**config.mk**
```make
export PLATFORM = sky130hd
export DESIGN_NAME = fsync_rx
export DESIGN_NICKNAME = d
export VERILOG_FILES = /design/src/rtl/fsync_rx.sv
export SDC_FILE = /design/constraint.sdc
export NUM_CORES = 1
export LEC_CHECK = 0
export ABC_AREA = 0
export ABC_CLOCK_PERIOD_IN_PS = 1830
export BUFFER_PORTS_ARGS = -buffer_cell sky130_fd_sc_hd__buf_2
export CAP_MARGIN = 0
export CORE_ASPECT_RATIO = 0.5
export CORE_MARGIN = 2
export CORE_UTILIZATION = 32
export DETAILED_ROUTE_END_ITERATION = 8
export HOLD_SLACK_MARGIN = 0.15
export PLACE_DENSITY = 0.6
export SYNTH_ARGS = -nofsm -noshare
export SYNTH_HDL_FRONTEND = slang
export SYNTH_SLANG_ARGS = --single-unit
export TNS_END_PERCENT = 5
```
**constraint.sdc**
```tcl
create_clock -name clk -period 1.83 [get_ports clk]
set_input_delay 0.366 -clock clk [delete_from_list [all_inputs] [get_ports clk]]
set_output_delay 0.366 -clock clk [all_outputs]
set_load 0.01 [all_outputs]
```
**src/rtl/fsync_rx.sv**
```systemverilog
module fsync_rx #(
  parameter int                PW     = 16,
  parameter int                BW     = 8,
  parameter int                AW     = 3,
  parameter logic [PW-1:0]     PRESET = 16'hC4D7
) (
  input  logic          clk,
  input  logic          rst_n,
  input  logic          rx_bit,
  input  logic          rx_stb,
  input  logic [AW-1:0] host_addr,
  input  logic          host_wr,
  input  logic [PW-1:0] host_wdata,
  input  logic          host_rd,
  output logic [PW-1:0] host_rdata,
  output logic          irq_sync,
  output logic          irq_data
);
  localparam int FCW = $clog2(PW + 1);
  localparam int BCW = $clog2(BW);
  localparam logic [AW-1:0] A_CTRL = AW'(0);
  localparam logic [AW-1:0] A_PATA = AW'(1);
  localparam logic [AW-1:0] A_PATB = AW'(2);
  localparam logic [AW-1:0] A_STAT = AW'(3);
  localparam logic [AW-1:0] A_DATA = AW'(4);

  logic           en, locked, sync_f, rdy_f, ovr_f;
  logic [1:0]     src;
  logic [PW-1:0]  pat_a, pat_b, win;
  logic [FCW-1:0] fill;
  logic [BW-1:0]  asm_q, rx_buf;
  logic [BCW-1:0] bcnt;

  logic [PW-1:0] win_nx;
  logic          full, hit_a, hit_b, hit_n, hit;
  logic          srch_stb, data_stb, byte_done, rd_buf, clr_sync;

  assign win_nx    = {win[PW-2:0], rx_bit};
  assign full      = (fill >= FCW'(PW - 1));
  assign srch_stb  = en && rx_stb && !locked;
  assign data_stb  = en && rx_stb && locked;
  assign hit_a     = full && (win_nx == pat_a);
  assign hit_b     = full && (win_nx == pat_b);
  assign hit_n     = full && (win_nx == ~pat_b);
  assign hit       = srch_stb && (hit_a || hit_b || hit_n);
  assign byte_done = data_stb && (bcnt == BCW'(BW - 1));
  assign rd_buf    = host_rd && (host_addr == A_DATA);
  assign clr_sync  = host_wr && (host_addr == A_STAT) && host_wdata[0];

  always_ff @(posedge clk) begin
    if (!rst_n) begin
      en    <= 1'b0;
      pat_a <= PRESET;
      pat_b <= PRESET;
    end else if (host_wr) begin
      case (host_addr)
        A_CTRL:  en    <= host_wdata[0];
        A_PATA:  pat_a <= host_wdata;
        A_PATB:  pat_b <= host_wdata;
        default: ;
      endcase
    end
  end

  always_ff @(posedge clk) begin
    if (!rst_n || !en) begin
      win    <= '0;
      fill   <= '0;
      locked <= 1'b0;
      asm_q  <= '0;
      bcnt   <= '0;
    end else if (srch_stb) begin
      win <= win_nx;
      if (!full) fill <= fill + FCW'(1);
      if (hit) begin
        locked <= 1'b1;
        bcnt   <= '0;
      end
    end else if (data_stb) begin
      asm_q <= {asm_q[BW-2:0], rx_bit};
      bcnt  <= byte_done ? '0 : bcnt + BCW'(1);
    end
  end

  always_ff @(posedge clk) begin
    if (!rst_n) begin
      sync_f <= 1'b0;
      src    <= 2'd0;
    end else if (hit) begin
      sync_f <= 1'b1;
      src    <= hit_a ? 2'd0 : (hit_b ? 2'd1 : 2'd2);
    end else if (clr_sync) begin
      sync_f <= 1'b0;
    end
  end

  always_ff @(posedge clk) begin
    if (!rst_n) begin
      rx_buf <= '0;
      rdy_f  <= 1'b0;
      ovr_f  <= 1'b0;
    end else if (byte_done) begin
      rx_buf <= {asm_q[BW-2:0], rx_bit};
      rdy_f  <= 1'b1;
      ovr_f  <= rdy_f && !rd_buf;
    end else if (rd_buf) begin
      rdy_f  <= 1'b0;
      ovr_f  <= 1'b0;
    end
  end

  always_comb begin
    host_rdata = '0;
    case (host_addr)
      A_CTRL:  host_rdata[0] = en;
      A_PATA:  host_rdata = pat_a;
      A_PATB:  host_rdata = pat_b;
      A_STAT:  host_rdata[5:0] = {src, locked, ovr_f, rdy_f, sync_f};
      A_DATA:  host_rdata[BW-1:0] = rx_buf;
      default: ;
    endcase
  end

  assign irq_sync = sync_f;
  assign irq_data = rdy_f;
endmodule


```
==> impl_metrics.ini <==
[run_status]
status = finished with violations
violations = negative setup slack

[critical_path]
worstPathMaxFanout = 2
path_class = reg -> reg
reg2reg_from = pat_b[14]$_SDFFE_PN1P_
r2r_cells = 5
r2r_end = src[1]$_SDFFE_PN0P_
critical_path_arrival_ns = 2.16
crit_required_ns = 2.06
r2r_slack_ns = -0.10
worstSetupEndpointType = register
cp-start-kind = register

[logic_synthesis]
synthAdderAreaFrac_pct = 1.39
synth.area.mux_share_pct = 2.74
syn_inst = 450
synth_cell_types = 43
synthXorXnorAreaFrac_pct = 8.26
synth-edff-count = 0
synthDominantCellAreaShare_pct = 42.8
synth-compound-area-share_pct = 15.6
yosys-top-cells-area = dfxtp_1 43%, nand2_1 15%, xor2_1 5.1%, a21boi_0 4.2%, a21oi_1 3.5%
ys_async_sr_fraction_pct = 0
synth_top_area_cell = dfxtp_1
synth-main-ff-cell = dfxtp_1
syn_avg_cell_area_um2 = 8.01
yosysSeqAreaShare_pct = 42.8
synth_area_mm2 = 0.00360
synth-simple-area-share_pct = 26.2
ys_warn_count = 0
synth.ff_latch_count = 77
synth_top_family_by_area = simple AND/OR/NAND/NOR gates
syn_nets = 479

[route]
drt_iter0_markers = 231
drt_first_pass_iters = 4
routed_via_density = 4.86
remaining_drc_errors = 0
wl_per_cell_um = 14.8
postRouteAntennaNets = 0
vias = 3246
drt_wl_total_mm = 9.86

[pwr]
leakage_nw = 1.82
p_per_area_mw_per_mm2 = 851
ir_drop_v = 0.000402

[global_routing]
grt_pass1_vias = 3172
grt_start_max_net_pins = 38
grt_first_pass_wirelength_mm = 16.6
overflow = 0
antenna_found_initial = 0
grt_util_all_layers_pct = 17.4

[final_layout]
stdcell_count = 668
multi_input_area_mm2 = 0.00198
seqCellArea_mm2 = 0.00155
nFillCells = 1124
insertedDiodeCount = 0
final_util_pct = 42.1
layout.nets = 547
areaGrowthSynthToFinish_pct = 28.3
drive_gt1_share_pct = 22.4

[die]
die_h_um = 79.1
die_area_mm2 = 0.0122
die_w_um = 154
fp.coreArea_mm2 = 0.0110
rows = 27
ios = 43
initial_core_util_pct = 32.8

[place]
portBuffers = 42
post-dp-hpwl_mm = 7.26
placed_cells = 652
gp_congestion = 0.844

[cts]
htreeDepth = 3
clockBufferDepth = 2
cts_tree = yes
cts.sinks = 77
cts_hold_buf = 0
cts_buffers = 9
cts_root_buf = clkbuf_16
worstSkewPairLatency_ns = 0.34
clk_pin_slew_worst_paths_ns = 0.06

[timing]
tightestPinTransition_ns = 0.411
slew_violations = 0
worst_slew_margin_rel_pct = 72.5
clock.fmax_mhz = 518
setup_slack_ns = -0.100
period_share_pct = 105
hold_violations = 0
setup_viol = 7
skew_ns = 0.00504
rsz0062_at_grt = yes
finalCriticalPeriod_ns = 1.93

[hold_path]
hold_class = in -> reg
hp-start = host_wdata[2]
hold_end = pat_a[2]$_SDFFE_PN1P_
hold_depth = 3

[run]
drv_cap = 0
## Yosys cell counts (6+ instances only)
library cell / n
nand2_1: 144
dfxtp_1: 77
a21oi_1: 25
clkbuf_1: 25
xor2_1: 21
a21boi_0: 20
nand3_1: 20
a22oi_1: 15
nor2_1: 14
xnor2_1: 13
o21ai_0: 9
nand4_1: 8
nor4_1: 6
## where the power goes
| part | internal (mW) | switching [mW] | leakage (nW) |
|---|---|---|---|
| logic | 0.126 | 0.148 | 1.03 |
| registers | 1.70 | 0.0219 | 0.623 |
| clock network | 1.26 | 0.679 | 0.163 |
| total | 3.09 | 0.849 | 1.82 |
## metrics by stage
step                setup TNS (ns)  hold WS (ns)  area (um^2)  total power, mW  worst slack (ns)
global placement            -0.269         0.444         4260             2.02           -0.0775
detailed placement          -0.493         0.450         4260             2.02            -0.103
finish                      -0.458         0.252         4620             3.94            -0.100
floorplan                   -0.120         0.428         3610             1.89           -0.0462
global route                -0.983         0.248         4620             4.08            -0.165
CTS                         -0.491         0.242         4590             3.97            -0.106
## sequential cells by signal, indices dropped and copies added (netlist names)
name / cells
pat_a: 16
locked: 1
bcnt: 3
pat_b: 16
irq_sync: 1
en: 1
asm_q: 7
src: 2
ovr_f: 1
irq_data: 1
win: 15
fill: 5
rx_buf: 8
## layer usage
| layer | vias up | global-route usage (%) | wire length [um] |
|---|---|---|---|
| li1 | 1670 | - | - |
| met1 | 1492 | 23.4 | 4830 |
| met2 | 72 | 27.4 | 4380 |
| met3 | 12 | 5.29 | 529 |
| met4 | 0 | 4.58 | 123 |
| met5 | - | 0 | 0 |
## area by class of cell
class                   instances  area share [%]
clock buffers                  12            5.55
clock inverters                 4            1.52
inverters                       3           0.244
multi-input cells             344            42.8
flip-flops and latches         77            33.4
well taps                     145            3.92
repair buffers                 83            12.6
## critical path: stages, from the launching register on
cell     delay (ns)
dfxtp_2        0.32
xor2_1         0.16
or4_1          0.53
or4_4          0.45
or2_1          0.24
o211a_1        0.13
## cells in the final DEF (no fill, tap or decap), types with 5 or more instances in the layout
cell | synthesis | final
dfxtp_1 | 77 | 74
buf_4 | 0 | 35
a21boi_0 | 20 | 20
mux2_2 | 5 | 5
nand4_1 | 8 | 8
buf_2 | 1 | 41
clkbuf_16 | 0 | 9
nor4_1 | 6 | 6
nand2_1 | 144 | 144
o21ai_0 | 9 | 8
nand3_1 | 20 | 20
xor2_1 | 21 | 21
a21oi_1 | 25 | 25
nor2_1 | 14 | 14
xnor2_1 | 13 | 13
a22oi_1 | 15 | 11
## cells by family (layout without fill, tap and decap cells)
kind of cell	after synthesis	count (layout)
adders and majority gates	4	4
AOI/OAI and AO/OA	83	83
DFF	77	77
muxes	8	8
xor gates and xnor gates	34	34
buffers and inverters	29	102
and+or+nand+nor	215	215
## what timing repair did
| item | in CTS | in global routing |
|---|---|---|
| gates resized for setup | 3 | 12 |
| pin swaps | 3 | 1 |
| endpoints found under the setup margin | 9 | 16 |
| buffers inserted | 0 | 0 |
## how the worst max path moves through the flow
stage	from	endpoint	cells after the start
floorplan	fill[0]$_SDFFE_PP0P_	locked$_SDFFE_PP0P_	6
global placement	pat_b[14]$_SDFFE_PN1P_	src[1]$_SDFFE_PN0P_	5
detailed placement	pat_b[14]$_SDFFE_PN1P_	src[1]$_SDFFE_PN0P_	5
CTS	pat_b[14]$_SDFFE_PN1P_	src[1]$_SDFFE_PN0P_	5
global route	pat_b[14]$_SDFFE_PN1P_	src[1]$_SDFFE_PN0P_	5
finish	pat_b[14]$_SDFFE_PN1P_	src[1]$_SDFFE_PN0P_	5
(Power assumes the default switching activity.)
